--- config.mk ---
export PLATFORM = sky130hd
export DESIGN_NAME = tmr_clk_route
export DESIGN_NICKNAME = d
export VERILOG_FILES = /design/src/rtl/tcr_pkg.sv /design/src/rtl/tcr_sync.sv /design/src/rtl/tcr_prescale.sv /design/src/rtl/tcr_xc_mux.sv /design/src/rtl/tcr_chan_clk.sv /design/src/rtl/tmr_clk_route.sv
export SDC_FILE = /design/constraint.sdc
export NUM_CORES = 1
export LEC_CHECK = 0
export CAP_MARGIN = 0
export CORE_ASPECT_RATIO = 1.2
export CORE_MARGIN = 3
export CORE_UTILIZATION = 40
export CTS_CLUSTER_DIAMETER = 80
export DETAILED_ROUTE_END_ITERATION = 8
export PLACE_DENSITY = 0.73
export SLEW_MARGIN = 40
export SYNTH_ARGS = -nofsm -noshare
export SYNTH_HDL_FRONTEND = slang
export SYNTH_SLANG_ARGS = --single-unit
--- constraint.sdc ---
create_clock -name clk -period 1.5 [get_ports clk]
set_clock_uncertainty 0.1 [all_clocks]
set_input_delay 0.15 -clock clk [delete_from_list [all_inputs] [get_ports clk]]
set_output_delay 0.15 -clock clk [all_outputs]
set_load 0.005 [all_outputs]
--- src/rtl/tcr_pkg.sv ---
package tcr_pkg;
  localparam int NCH     = 3;
  localparam int XSEL_W  = 2;
  localparam int CSEL_W  = 3;
  localparam int GSEL_W  = 2;
  localparam int NUM_DIV = 4;
  localparam int NUM_INT = NUM_DIV + 1;
  localparam int PRE_W   = 2 * (NUM_DIV - 1) + 1;
  localparam int NSRC    = NUM_INT + NCH;

  typedef enum logic [XSEL_W-1:0] {
    XS_PIN  = 2'd0,
    XS_NONE = 2'd1,
    XS_LO   = 2'd2,
    XS_HI   = 2'd3
  } xsrc_e;
endpackage

--- src/rtl/tcr_sync.sv ---
module tcr_sync #(
  parameter int W = 1
) (
  input  logic         clk,
  input  logic         rst_n,
  input  logic [W-1:0] d_i,
  output logic [W-1:0] q_o
);
  logic [W-1:0] stg1_q;
  logic [W-1:0] stg2_q;

  always_ff @(posedge clk or negedge rst_n) begin
    if (!rst_n) begin
      stg1_q <= '0;
      stg2_q <= '0;
    end else begin
      stg1_q <= d_i;
      stg2_q <= stg1_q;
    end
  end

  assign q_o = stg2_q;
endmodule

--- src/rtl/tcr_prescale.sv ---
module tcr_prescale
  import tcr_pkg::*;
(
  input  logic               clk,
  input  logic               rst_n,
  input  logic               slow_lvl_i,
  output logic [NUM_INT-1:0] int_lvl_o
);
  logic [PRE_W-1:0] cnt_q;
  logic [PRE_W-1:0] cnt_d;

  always_comb begin
    cnt_d = cnt_q + 1'b1;
  end

  always_ff @(posedge clk or negedge rst_n) begin
    if (!rst_n) cnt_q <= '0;
    else        cnt_q <= cnt_d;
  end

  for (genvar k = 0; k < NUM_DIV; k++) begin : g_div
    assign int_lvl_o[k] = cnt_q[2*k];
  end
  assign int_lvl_o[NUM_INT-1] = slow_lvl_i;
endmodule

--- src/rtl/tcr_xc_mux.sv ---
module tcr_xc_mux
  import tcr_pkg::*;
(
  input  logic [NCH-1:0]        pin_lvl_i,
  input  logic [NCH-1:0]        ch_a_i,
  input  logic [NCH*XSEL_W-1:0] xc_sel_i,
  output logic [NCH-1:0]        xc_o
);
  for (genvar n = 0; n < NCH; n++) begin : g_line
    localparam int LO = (n == 0) ? 1 : 0;
    localparam int HI = (n == NCH-1) ? NCH-2 : NCH-1;
    xsrc_e code;
    assign code = xsrc_e'(xc_sel_i[n*XSEL_W +: XSEL_W]);
    always_comb begin
      case (code)
        XS_PIN:  xc_o[n] = pin_lvl_i[n];
        XS_LO:   xc_o[n] = ch_a_i[LO];
        XS_HI:   xc_o[n] = ch_a_i[HI];
        default: xc_o[n] = 1'b0;
      endcase
    end
  end
endmodule

--- src/rtl/tcr_chan_clk.sv ---
module tcr_chan_clk
  import tcr_pkg::*;
(
  input  logic               clk,
  input  logic               rst_n,
  input  logic [NUM_INT-1:0] int_lvl_i,
  input  logic [NCH-1:0]     xc_i,
  input  logic [CSEL_W-1:0]  clk_sel_i,
  input  logic               clk_inv_i,
  input  logic [GSEL_W-1:0]  gate_sel_i,
  input  logic               en_cmd_i,
  input  logic               dis_cmd_i,
  input  logic               trg_cmd_i,
  input  logic               sync_cmd_i,
  output logic               cnt_en_o,
  output logic               restart_o,
  output logic               clk_on_o
);
  logic [NSRC-1:0] src_vec;
  logic [NCH:0]    gate_vec;
  logic            lvl;
  logic            prev_q;
  logic            edge_hit;
  logic            gate_ok;
  logic            on_q, on_d;
  logic            cen_q, cen_d;
  logic            rst_q, rst_d;

  assign src_vec  = {xc_i, int_lvl_i};
  assign gate_vec = {xc_i, 1'b1};

  always_comb begin
    lvl      = src_vec[clk_sel_i] ^ clk_inv_i;
    edge_hit = lvl & ~prev_q;
    gate_ok  = gate_vec[gate_sel_i];
    cen_d    = on_q & edge_hit & gate_ok;
    if (dis_cmd_i)     on_d = 1'b0;
    else if (en_cmd_i) on_d = 1'b1;
    else               on_d = on_q;
    rst_d    = trg_cmd_i | sync_cmd_i;
  end

  always_ff @(posedge clk or negedge rst_n) begin
    if (!rst_n) begin
      prev_q <= 1'b1;
      on_q   <= 1'b0;
      cen_q  <= 1'b0;
      rst_q  <= 1'b0;
    end else begin
      prev_q <= lvl;
      on_q   <= on_d;
      cen_q  <= cen_d;
      rst_q  <= rst_d;
    end
  end

  assign cnt_en_o  = cen_q;
  assign restart_o = rst_q;
  assign clk_on_o  = on_q;

  AST_DIS_WINS: assert property (@(posedge clk) disable iff (!rst_n)
    dis_cmd_i |=> !clk_on_o);
  AST_EN_STARTS: assert property (@(posedge clk) disable iff (!rst_n)
    (en_cmd_i && !dis_cmd_i) |=> clk_on_o);
  AST_OFF_NO_COUNT: assert property (@(posedge clk) disable iff (!rst_n)
    !clk_on_o |=> !cnt_en_o);
  AST_GATE_LOW: assert property (@(posedge clk) disable iff (!rst_n)
    !gate_vec[gate_sel_i] |=> !cnt_en_o);
  AST_SINGLE_PULSE: assert property (@(posedge clk) disable iff (!rst_n)
    cnt_en_o |=> !cnt_en_o);
  AST_TRG_RESTART: assert property (@(posedge clk) disable iff (!rst_n)
    trg_cmd_i |=> restart_o);
endmodule

--- src/rtl/tmr_clk_route.sv ---
module tmr_clk_route
  import tcr_pkg::*;
(
  input  logic                  clk,
  input  logic                  rst_n,
  input  logic [NCH-1:0]        tclk_pin_i,
  input  logic                  slow_pin_i,
  input  logic [NCH-1:0]        ch_a_i,
  input  logic [NCH*XSEL_W-1:0] xc_sel_i,
  input  logic [NCH*CSEL_W-1:0] clk_sel_i,
  input  logic [NCH-1:0]        clk_inv_i,
  input  logic [NCH*GSEL_W-1:0] gate_sel_i,
  input  logic [NCH-1:0]        en_cmd_i,
  input  logic [NCH-1:0]        dis_cmd_i,
  input  logic [NCH-1:0]        trg_cmd_i,
  input  logic                  sync_cmd_i,
  output logic [NCH-1:0]        cnt_en_o,
  output logic [NCH-1:0]        restart_o,
  output logic [NCH-1:0]        clk_on_o
);
  logic               rs1_q, rs2_q;
  logic               rst_int_n;
  logic [NCH:0]       pin_sync;
  logic [NUM_INT-1:0] int_lvl;
  logic [NCH-1:0]     xc;

  always_ff @(posedge clk or negedge rst_n) begin
    if (!rst_n) begin
      rs1_q <= 1'b0;
      rs2_q <= 1'b0;
    end else begin
      rs1_q <= 1'b1;
      rs2_q <= rs1_q;
    end
  end
  assign rst_int_n = rs2_q;

  tcr_sync #(.W(NCH+1)) i_pin_sync (
    .clk   (clk),
    .rst_n (rst_int_n),
    .d_i   ({slow_pin_i, tclk_pin_i}),
    .q_o   (pin_sync)
  );

  tcr_prescale i_prescale (
    .clk        (clk),
    .rst_n      (rst_int_n),
    .slow_lvl_i (pin_sync[NCH]),
    .int_lvl_o  (int_lvl)
  );

  tcr_xc_mux i_xc_mux (
    .pin_lvl_i (pin_sync[NCH-1:0]),
    .ch_a_i    (ch_a_i),
    .xc_sel_i  (xc_sel_i),
    .xc_o      (xc)
  );

  for (genvar n = 0; n < NCH; n++) begin : g_chan
    tcr_chan_clk i_chan (
      .clk        (clk),
      .rst_n      (rst_int_n),
      .int_lvl_i  (int_lvl),
      .xc_i       (xc),
      .clk_sel_i  (clk_sel_i[n*CSEL_W +: CSEL_W]),
      .clk_inv_i  (clk_inv_i[n]),
      .gate_sel_i (gate_sel_i[n*GSEL_W +: GSEL_W]),
      .en_cmd_i   (en_cmd_i[n]),
      .dis_cmd_i  (dis_cmd_i[n]),
      .trg_cmd_i  (trg_cmd_i[n]),
      .sync_cmd_i (sync_cmd_i),
      .cnt_en_o   (cnt_en_o[n]),
      .restart_o  (restart_o[n]),
      .clk_on_o   (clk_on_o[n])
    );
  end

  AST_SYNC_ALL: assert property (@(posedge clk) disable iff (!rst_int_n)
    sync_cmd_i |=> (&restart_o));
  AST_RESET_QUIET: assert property (@(posedge clk)
    !rst_int_n |-> (cnt_en_o == '0 && restart_o == '0 && clk_on_o == '0));
endmodule

Yosys cells after proc, flatten, opt, wreduce, memory -nomap -nowiden
Cells that the tools add are included.
Widths: inputs -> output; s select.
{ "classes": {"n_lt_le_gt_ge": 6, "mux": 21, "n_mul": 0, "n_addsub": 1, "div": 0, "eq_ne": 6, "n_shift": 0, "bitwise_logic": 18, "reduce_logical": 6} }
{ "ops": {"columns": ["op", "count"], "rows": [
  ["$eq 2x2->1 const B", 6],
  ["$lt 3x4->1 const B", 3],
  ["$mux 1", 12],
  ["$and 1x1->1", 9],
  ["$bmux 1 s3", 3],
  ["$lt 2x3->1 const B", 3],
  ["$pmux 1 s3", 3],
  ["$add 7x1->7 const B", 1],
  ["$bmux 1 s2", 3],
  ["$logic_not 2->1", 3],
  ["$reduce_bool 2->1", 3],
  ["$not 1->1", 3],
  ["$or 1x1->1", 3],
  ["$xor 1x1->1", 3]
]} }
{ "word_totals": {"ram_bits": 0, "regBits": 29, "inputBits": 43, "romBits": 0, "output_inout_bits": 9, "latch_bits": 0, "mem_count": 0} }

Longest topological paths before layout
Gate-level depths: netlist of run 1.
{ "depth": {"depth_word": 8, "depth_mapped": 5, "mapped_depth_nobuf": 5} }

By module
Synthesis of run 1 repeated with hierarchy kept, for this count alone.
{ "hier_totals": {"hier_cells": 98, "hier_area_um2": 1375.1} }
{ "by_module_without_submodules": {"columns": ["module", "instances", "cells_each", "seq_area_each_um2", "area_per_inst_um2"], "rows": [
  ["tcr_chan_clk", 3, 18, 101.3, 246.5],
  ["tcr_prescale", 1, 24, 175.2, 310.3],
  ["tcr_sync", 1, 8, 200.2, 200.2],
  ["tcr_xc_mux", 1, 9, 0.0, 71.3],
  ["tmr_clk_route", 1, 3, 50.0, 53.8]
]} }

Least setup slack after synthesis of run 1
No wires, ideal clock.
{ "synth_path": {"kind": "register to register", "start": "register i_prescale.cnt_q[2]", "end": "register g_chan[1].i_chan.cen_q", "arrival_time_ps": 1411, "setup_slack_ps": -91, "path_stages_with_launch": 4, "setup_time_ps": 79, "path_buffers": 0, "path_cell_list": "dfrtp_1 -> mux4_4 -> a32oi_2 -> mux2i_1"} }
{ "synth_via": {"elab_chain_cells": 6} }
{ "synth_lines": {"columns": ["item", "line", "rtl"], "rows": [
  ["from (decl)", "tcr_prescale.sv:9", "logic [PRE_W-1:0] cnt_q;"],
  ["from (signal assigned)", "tcr_prescale.sv:18", "else cnt_q <= cnt_d;"],
  ["$bmux 1 s3", "tcr_chan_clk.sv:33", "lvl = src_vec[clk_sel_i] ^ clk_inv_i;"],
  ["$mux 1 (not written as such)", "tcr_chan_clk.sv:33", null],
  ["$xor 1x1->1", "tcr_chan_clk.sv:33", null],
  ["$and 1x1->1", "tcr_chan_clk.sv:34", "edge_hit = lvl & ~prev_q;"],
  ["$and 1x1->1 (2 in series)", "tcr_chan_clk.sv:36", "cen_d = on_q & edge_hit & gate_ok;"],
  ["net g_chan[1].i_chan.cen_d", "tcr_chan_clk.sv:26", "logic cen_q, cen_d;"],
  ["to (signal assigned)", "tcr_chan_clk.sv:52", "cen_q <= cen_d;"],
  ["to (decl)", "tcr_chan_clk.sv:26", null]
]} }
The timed path passes the listed nets, and every way through them passes these cells. The select of a mux whose other input is x is not followed.
A chain may end at the register's enable or synchronous reset.

Worst setup path in the final report of run 1
{ "layout_path": {"start": "register i_pin_sync.stg2_q[1] (netlist: i_pin_sync.q_o[1])", "end": "register g_chan[1].i_chan.cen_q"} }
{ "layout_via": {"elab_chain_cells": 7, "elab_cells_between_ends": 9} }
{ "layout_lines": {"columns": ["item", "line", "rtl"], "rows": [
  ["from (decl)", "tcr_sync.sv:10", "logic [W-1:0] stg2_q;"],
  ["from (signal assigned)", "tcr_sync.sv:18", "stg2_q <= stg1_q;"],
  ["$pmux 1 s3 (*)", "tcr_xc_mux.sv:15", "case (code)"],
  ["$bmux 1 s3", "tcr_chan_clk.sv:33", null],
  ["$mux 1 (not written as such)", "tcr_chan_clk.sv:33", null],
  ["$xor 1x1->1", "tcr_chan_clk.sv:33", null],
  ["$and 1x1->1", "tcr_chan_clk.sv:34", null],
  ["$and 1x1->1", "tcr_chan_clk.sv:36", null],
  ["$and 1x1->1 (*)", "tcr_chan_clk.sv:36", null],
  ["net g_chan[1].i_chan.cen_d", "tcr_chan_clk.sv:26", null]
]} }
Mark *: on every way through the listed nets, which the timed path passes. The rest lies on a longest branch. The select of a mux whose other input is x is not followed.

==> results of run 1 <==
==> power by group <==
group | leakage (nW) | internal (mW) | switching, mW | total, mW
clock | 0.0364 | 0.325 | 0.320 | 0.645
sequential | 0.346 | 0.828 | 0.0206 | 0.849
combinational | 0.614 | 0.241 | 0.169 | 0.410
total | 0.996 | 1.39 | 0.510 | 1.90
==> layout make-up <==
cell class | instances | area [µm²] | share of cell area
Multi-Input combinational cell | 81 | 782.0 | 0.3293
Clock buffer | 5 | 68.82 | 0.02898
Sequential cell | 29 | 729.5 | 0.3072
Inverter | 11 | 41.29 | 0.01739
Clock inverter | 3 | 22.52 | 0.009484
Timing Repair Buffer | 73 | 684.4 | 0.2882
Tap cell | 37 | 46.29 | 0.01949
==> path summary, 6_finish.rpt <==
kind	to	cells after the start	slack [ns]	startpoint
min in group clk	i_pin_sync.stg1_q[2]$_DFF_PN0_	1	0.20	tclk_pin_i[2]
max in group asynchronous	g_chan[2].i_chan.prev_q$_DFF_PN1_	1	0.64	rs2_q$_DFF_PN0_
worst min register to register	i_pin_sync.q_o[3]$_DFF_PN0_	0	0.12	rs2_q$_DFF_PN0_
worst min-delay path	i_pin_sync.q_o[3]$_DFF_PN0_	0	0.12	rs2_q$_DFF_PN0_
worst max register to register	g_chan[1].i_chan.cnt_en_o$_DFF_PN0_	6	-0.16	i_pin_sync.q_o[1]$_DFF_PN0_
worst max-delay path	g_chan[1].i_chan.cnt_en_o$_DFF_PN0_	6	-0.16	i_pin_sync.q_o[1]$_DFF_PN0_
==> registers in the layout, indices dropped and copies added (netlist names) <==
| register | cells |
|---|---|
| i_pin_sync.q_o | 4 |
| i_prescale.cnt_q | 7 |
| g_chan.i_chan.clk_on_o | 3 |
| rs1_q | 1 |
| g_chan.i_chan.cnt_en_o | 3 |
| g_chan.i_chan.restart_o | 3 |
| g_chan.i_chan.prev_q | 3 |
| rs2_q | 1 |
| i_pin_sync.stg1_q | 4 |
==> routing by layer <==
metal | vias up | track usage
li1 | 598 | -
met1 | 621 | 0.1986
met2 | 33 | 0.3492
met3 | 8 | 0.03894
met4 | 0 | 0.08019
met5 | - | 0
==> per-stage QoR <==
| stage | cells | util | area (µm²) | hold slack (ns) | TNS, ns |
|---|---|---|---|---|---|
| final | 239 | 0.6877 | 2375 | 0.1176 | -0.6183 |
| after global routing | 239 | 0.6877 | 2375 | 0.1617 | -0.8696 |
| after CTS | 239 | 0.6721 | 2321 | 0.1341 | -0.4823 |
| after detailed placement | 229 | 0.6203 | 2142 | 0.1308 | -2.955 |
| after global placement | 229 | 0.6203 | 2142 | 0.1134 | -2.738 |
| after floorplan | 130 | - | 1490 | -0.2456 | -0.2508 |
==> layout by cell type (no fill, tap or decap), drive strengths merged <==
cell type	synthesis	final
a2111oi	6	6
a211o	3	3
a211oi	6	6
a21oi	4	4
a32oi	3	3
and3	1	1
buf	9	21
clkbuf	0	5
clkdlybuf4s50	0	43
clkinvlp	0	3
conb	1	1
dfrtp	26	26
dfstp	3	3
dlygate4sd2	0	8
dlygate4sd3	0	1
ha	1	1
inv	11	11
mux2	3	3
mux2i	2	2
mux4	3	3
nand2	2	2
nand3	6	6
nand3b	4	4
nor2	10	10
nor2b	3	3
nor3	4	4
nor3b	3	3
o21ai	5	5
or2	3	3
or3	1	1
xnor2	6	6
xor2	1	1
==> repair_timing <==
item                                    CTS  global route
hold buffers                              1             0
gates resized for setup                  23            13
endpoints found under the setup margin    6             6
hold endpoints to repair                  2             0
buffers inserted                          1             0
pin swaps                                14             3
==> logic make-up (layout without fill, tap and decap cells) <==
family	after synthesis	count (layout)	share of synthesized area
AO/OA/AOI/OAI	27	27	0.1461
XOR/XNOR	7	7	0.04114
adder cells (fa/ha/maj)	1	1	0.008395
buffers and inverters	20	92	0.07304
flip-flops	29	29	0.4895
multiplexers	8	8	0.09236
other	1	1	0.002516
AND/OR/NAND/NOR	37	37	0.1469
==> results by group, run 1 <==
Synthesis
  • Flip-flop and latch count after synthesis: 29
  • Average footprint of a synthesized cell: 11.46 µm²
  • Post-synthesis instance total: 130
  • Fraction of the yosys area taken by sequential cells: 0.4895
  • Unique cell type count in the Yosys netlist: 32
  • Share of synthesized flip-flops with an asynchronous set or reset: 1.000
  • Top post-synthesis cells by count: sky130_fd_sc_hd__dfrtp_1, sky130_fd_sc_hd__inv_1, sky130_fd_sc_hd__nor2_1
  • Number of synthesis warnings: 0
  • Cell area after technology mapping: 0.001490 mm²
  • Area fraction of the dominant cell type after synthesis: 0.4366
  • Yosys top cell by area: sky130_fd_sc_hd__dfrtp_1
  • Post-Synthesis Net Count: 174
  • Count leader, synth: sky130_fd_sc_hd__dfrtp_1
  • Top post-synthesis cells by area: sky130_fd_sc_hd__dfrtp_1, sky130_fd_sc_hd__dfstp_2, sky130_fd_sc_hd__buf_4
  • Flip-flop cell with the highest count after synthesis: sky130_fd_sc_hd__dfrtp_1
  • Post-synth EDFFs: 0

Critical path
  • CP endpoint kind: register
  • Crit path launch type: register
  • Critical-path cell with the highest stage delay: sky130_fd_sc_hd__dfrtp_1
  • Crit path buf inv count: 1
  • Cells traversed along the worst timing path: nor3b_4 -> buf_6 -> a21oi_4 -> nand3b_1 -> a32oi_4 -> mux2i_1
  • Start-to-end type of the worst setup path: register to register
  • Arrival time of the worst setup path: 1.77 ns
  • Crit-path max cell delay: 0.38 ns
  • Largest fanout on the critical path: 3
  • Critical path's top delay family: compound AO/OA/AOI/OAI gates
  • Worst endpoint required time: 1.61 ns

STA
  • Final Slew Violations: 0
  • Worst Setup Slack, final: -0.1610 ns
  • Worst Tran Pin Value: 0.5368 ns
  • Post-route clock period utilization: 1.107
  • Setup repair after global routing missed its margin: yes
  • Max-Slew Margin vs Limit: 0.6421
  • Setup violation total in the final timing report: 6
  • Timing-limited maximum frequency: 602.0 MHz
  • Final critical delay including setup and external delays: 1.661 ns
  • Final hold violation count: 0

Floorplanning
  • Vertical extent of the die: 72.86 µm
  • Count of boundary I/O pins: 52
  • Number of standard-cell rows in the floorplan: 23
  • Area enclosed by the die boundary: 0.004497 mm²
  • Starting Density: 0.4315
  • Width of the die: 61.72 µm
  • Core region area: 0.003453 mm²

Flow run
  • Maximum Capacitance Violations: 0

Cells and area
  • Count of filler cells inserted in the layout: 269
  • Final antenna diode count: 0
  • Relative area change from synthesis to final layout: 59.36%
  • Number of nets in the finished design: 245
  • Proportion of layout cells with a drive suffix above 1: 0.3119

Clocking
  • Clock buffers created by TritonCTS: 5
  • TritonCTS clock tree: yes
  • CTS Sinks: 29
  • Clock-pin slew reported for the worst setup and hold paths after clock tree synthesis: 0.07 ns
  • Max H-tree Level: 2
  • Number of buffers on the longest clock path: 2
  • Clk root buf: sky130_fd_sc_hd__clkbuf_8
  • Insertion delay of the later-clocked pin in the worst-skew pair: 0.28 ns

GRT
  • Global-route wire length before repair: 6134 µm
  • Leftover overflow at the end of global routing: 0
  • Maximum number of pins on one net before global-route repair: 17
  • GRT Total Usage: 0.1892
  • Vias in the first global route: 1408
  • Initial antenna violation count: 0

Detailed routing
  • Routed wire length on met3: 174 µm
  • Top Layer Used: met4
  • DR DRC count: 0
  • Overall routed net length: 3996 µm
  • Vias after detailed routing: 1260
  • Wire per inst: 16.72 µm
  • Vias per std cell: 5.272
  • Number of nets still failing antenna checks after routing: 0
  • Drt pass-1 iters: 4
  • Length of routed wiring on met1: 1477 µm
  • Met2 routed WL: 2263 µm
  • DRT iter0 DRCs: 88

Placement
  • Worst-case setup slack after placement: -0.5514 ns
  • Detail Placement HPWL: 2837 µm
  • Final weighted congestion in routability-driven placement: 0.8729
  • PortBufs: 51

Power
  • VDD IR max: 0.0005958 V
  • P per Cell Area: 801.6 mW/mm²
  • Leak: 0.9957 nW
  • Overall power of the completed layout: 1.904 mW

Status
  • Status: complete, but fails checks
  • Failing checks: negative setup slack

Min path
  • Class of the tightest hold or removal check: register to async pin
Note: power is estimated with default switching activity, not from simulation.
==> inputs of run 2 (changes only) <==
--- a/config.mk
+++ b/config.mk
@@ -5,13 +5,14 @@
 export SDC_FILE = /design/constraint.sdc
 export NUM_CORES = 1
 export LEC_CHECK = 0
+export ABC_AREA = 1
 export CAP_MARGIN = 0
 export CORE_ASPECT_RATIO = 1.2
 export CORE_MARGIN = 3
 export CORE_UTILIZATION = 40
 export CTS_CLUSTER_DIAMETER = 80
 export DETAILED_ROUTE_END_ITERATION = 8
-export PLACE_DENSITY = 0.73
+export PLACE_DENSITY = 0.74
 export SLEW_MARGIN = 40
 export SYNTH_ARGS = -nofsm -noshare
 export SYNTH_HDL_FRONTEND = slang
==> run 2 against run 1 <==
- the flow now finishes without violations
- total power is 7.7% lower
- critical path type is now register to output pin
- clock power down 7.4%
- critical path depth fell by 5
- synthesized cell count rose by 31%
- critical endpoint is now clk_on_o[1]
- largest power group unchanged
==> results by group, run 2 <==
Floorplanning
  • Vertical extent of the die: 72.27 µm
  • Area enclosed by the die boundary: 0.004425 mm²
  • Core region area: 0.003425 mm²
  • Count of boundary I/O pins: 52
  • Number of standard-cell rows in the floorplan: 23
  • Starting Density: 0.4275
  • Width of the die: 61.23 µm

Critical path
  • Crit path buf inv count: 1
  • Crit path launch type: register
  • Destination of the critical timing path: clk_on_o[1]
  • Largest fanout on the critical path: 3
  • Cells traversed along the worst timing path: clkdlybuf4s50_1
  • CP endpoint kind: output pin
  • Launching point of the worst reg2reg path: i_pin_sync.q_o[2]$_DFF_PN0_
  • Depth of the most critical reg-to-reg path: 9
  • Reg-to-reg endpoint: g_chan[0].i_chan.cnt_en_o$_DFF_PN0_
  • Crit-path max cell delay: 0.51 ns
  • Worst endpoint required time: 1.25 ns
  • Critical path's top delay family: buffers and inverters
  • Instance count on the critical path: 1
  • Arrival time of the worst setup path: 1.15 ns
  • Start-to-end type of the worst setup path: register to output pin
  • Flop2flop setup slack: 0.21 ns
  • Critical-path cell with the highest stage delay: sky130_fd_sc_hd__clkdlybuf4s50_1
  • Start point of the critical path: g_chan[1].i_chan.clk_on_o$_DFFE_PN0P_

Synthesis
  • Number of synthesis warnings: 0
  • Cell area after technology mapping: 0.001464 mm²
  • Unique cell type count in the Yosys netlist: 26
  • Yosys top cell by area: sky130_fd_sc_hd__dfrtp_1
  • Top post-synthesis cells by area: sky130_fd_sc_hd__dfrtp_1, sky130_fd_sc_hd__nand2_1, sky130_fd_sc_hd__nand3_1
  • Post-synthesis instance total: 170
  • Count leader, synth: sky130_fd_sc_hd__nand2_1
  • Share of synthesized flip-flops with an asynchronous set or reset: 1.000
  • Flip-flop and latch count after synthesis: 29
  • Fraction of the yosys area taken by sequential cells: 0.4983
  • Top post-synthesis cells by count: sky130_fd_sc_hd__nand2_1, sky130_fd_sc_hd__dfrtp_1, sky130_fd_sc_hd__inv_1
  • Flip-flop cell with the highest count after synthesis: sky130_fd_sc_hd__dfrtp_1
  • Average footprint of a synthesized cell: 8.611 µm²
  • Post-Synthesis Net Count: 214
  • Post-synth EDFFs: 0
  • Area fraction of the dominant cell type after synthesis: 0.4444

Detailed routing
  • Overall routed net length: 2979 µm
  • Wire per inst: 11.41 µm
  • DRT iter0 DRCs: 17
  • Vias per std cell: 4.851
  • Vias after detailed routing: 1266
  • DR DRC count: 0
  • Number of nets still failing antenna checks after routing: 0
  • Drt pass-1 iters: 6

STA
  • Final hold violation count: 0
  • Timing-limited maximum frequency: 714.5 MHz
  • Worst Setup Slack, final: 0.1005 ns
  • Final critical delay including setup and external delays: 1.399 ns
  • Setup violation total in the final timing report: 0
  • Final-layout setup total negative slack: 0 ns
  • Final Slew Violations: 0
  • Post-route clock period utilization: 0.9330
  • Setup repair after global routing missed its margin: no

Cells and area
  • Relative area change from synthesis to final layout: 41.28%
  • Most frequent standard cell in the layout excluding fill and tap cells: sky130_fd_sc_hd__clkdlybuf4s50_1
  • Max FFs per register: 7
  • Number of nets in the finished design: 267
  • Proportion of layout cells with a drive suffix above 1: 0.1339
  • Final antenna diode count: 0
  • Highest-count cells in the layout ignoring fill and taps: sky130_fd_sc_hd__clkdlybuf4s50_1, sky130_fd_sc_hd__nand2_1, sky130_fd_sc_hd__dfrtp_1
  • Register containing the most flip-flops in the final layout: i_prescale.cnt_q

Status
  • Status: completed

Min path
  • Class of the tightest hold or removal check: register to async pin

Power
  • Reported net switching power: 0.4301 mW
  • VDD IR max: 0.0006591 V
  • Cell internal power dissipation: 1.327 mW
  • Net switching share of the total power: 0.2448
  • Part of the total power dissipated in sequential elements: 0.477
  • Leak: 0.9875 nW
  • Overall power of the completed layout: 1.757 mW
  • Clock network power share: 0.340
  • P per Cell Area: 849.6 mW/mm²
  • Combinational Power Share: 0.183

Placement
  • PortBufs: 51
  • Final weighted congestion in routability-driven placement: 0.8221
  • Worst-case setup slack after placement: -0.1172 ns
  • Detail Placement HPWL: 2364 µm

GRT
  • Vias in the first global route: 1213
  • Initial antenna violation count: 0
  • Global-route wire length before repair: 4857 µm
  • GRT Total Usage: 0.1514
  • Leftover overflow at the end of global routing: 0
  • Maximum number of pins on one net before global-route repair: 28

Clocking
  • CTS Sinks: 29
  • Number of buffers on the longest clock path: 2
  • Insertion delay of the later-clocked pin in the worst-skew pair: 0.28 ns
  • Clock-pin slew reported for the worst setup and hold paths after clock tree synthesis: 0.06 ns
  • TritonCTS clock tree: yes
  • Number of gates resized after cts: 0
  • Clk root buf: sky130_fd_sc_hd__clkbuf_8
  • Clock buffers created by TritonCTS: 5
  • Max H-tree Level: 2

Flow run
  • Maximum Capacitance Violations: 0
[run 2: cell types whose count changed after synthesis, moves of 5 or more]
| cell | change |
|---|---|
| sky130_fd_sc_hd__nand2_1 | +31 |
| sky130_fd_sc_hd__a2111oi_0 | -6 |
| sky130_fd_sc_hd__inv_1 | +9 |
| sky130_fd_sc_hd__nor2_1 | +5 |
| sky130_fd_sc_hd__o211ai_1 | +5 |
| sky130_fd_sc_hd__nand3_1 | +10 |
| sky130_fd_sc_hd__nand2_2 | +5 |
| sky130_fd_sc_hd__a211oi_1 | -6 |
| sky130_fd_sc_hd__xnor2_1 | -5 |
| sky130_fd_sc_hd__a21oi_1 | +5 |
[run 2: kinds of logic after synthesis]
group,Yosys count,synth area share
AO/OA/AOI/OAI,21,0.09658
buffers and inverters,31,0.1026
other,1,0.002562
AND/OR/NAND/NOR,82,0.2615
XOR/XNOR,5,0.02991
adder cells (fa/ha/maj),1,0.008546
flip-flops,29,0.4983
[run 2: power by group through the flow]
stage               clock (mW)  sequential [mW]  combinational [mW]
finish                   0.597            0.839               0.321
CTS                      0.627            0.839               0.325
detailed placement           0            0.853               0.321
global placement             0            0.851               0.317
global route             0.656            0.841               0.360
floorplan                    0            0.859               0.145
[run 2: stage by stage]
stage	hold WS [ns]	util	area, µm²	std cells
after global placement	0.1434	0.5769	1976	252
after CTS	0.1505	0.6039	2068	261
after floorplan	-0.2456	-	1464	170
after detailed placement	0.1449	0.5769	1976	252
after global routing	0.1770	0.6039	2068	261
final	0.1373	0.6039	2068	261
[run 2: area by class of cell]
| type | count | area, µm² |
|---|---|---|
| flip-flops and latches | 29 | 729.5 |
| clock inverters | 2 | 10.01 |
| fillers | 312 | 1356 |
| multi-input cells | 110 | 584.3 |
| well taps | 37 | 46.29 |
| clock buffers | 6 | 72.57 |
| inverters | 22 | 82.58 |
| repair buffers | 55 | 543.0 |
[run 2: routing by layer]
metal	part of all wire	routed length (µm)	track usage
met2	0.50	1500	0.2471
met4	0.026	76	0.08675
met5	0	0	0
met1	0.40	1191	0.1665
met3	0.070	210	0.05160
[run 2: what timing repair did]
action,4_1_cts,5_1_grt
hold buffers,1,0
setup buffers,0,0
endpoints found under the hold margin,2,0
[run 2: worst min path at each step]
| stage | depth (start not counted) | start | to |
|---|---|---|---|
| after floorplan | 0 | rst_n | rs1_q$_DFF_PN0_ |
| after global placement | 1 | rs2_q$_DFF_PN0_ | g_chan[1].i_chan.restart_o$_DFF_PN0_ |
| after detailed placement | 1 | rs2_q$_DFF_PN0_ | g_chan[1].i_chan.restart_o$_DFF_PN0_ |
| after CTS | 1 | rs2_q$_DFF_PN0_ | i_pin_sync.q_o[3]$_DFF_PN0_ |
| after global routing | 1 | rs2_q$_DFF_PN0_ | i_pin_sync.stg1_q[0]$_DFF_PN0_ |
| final | 1 | rs2_q$_DFF_PN0_ | i_pin_sync.stg1_q[3]$_DFF_PN0_ |
[run 2: worst reg2reg max path, cell delays in order, from the launching register on]
cell and delay, ns:
sky130_fd_sc_hd__dfrtp_1 0.36, sky130_fd_sc_hd__a21o_1 0.21, sky130_fd_sc_hd__nand2_2 0.10, sky130_fd_sc_hd__nand2_1 0.06
sky130_fd_sc_hd__nand3_1 0.06, sky130_fd_sc_hd__nand2_1 0.07, sky130_fd_sc_hd__nand2_1 0.06, sky130_fd_sc_hd__nand2_1 0.06
sky130_fd_sc_hd__nand2_2 0.07, sky130_fd_sc_hd__nor2_2 0.03
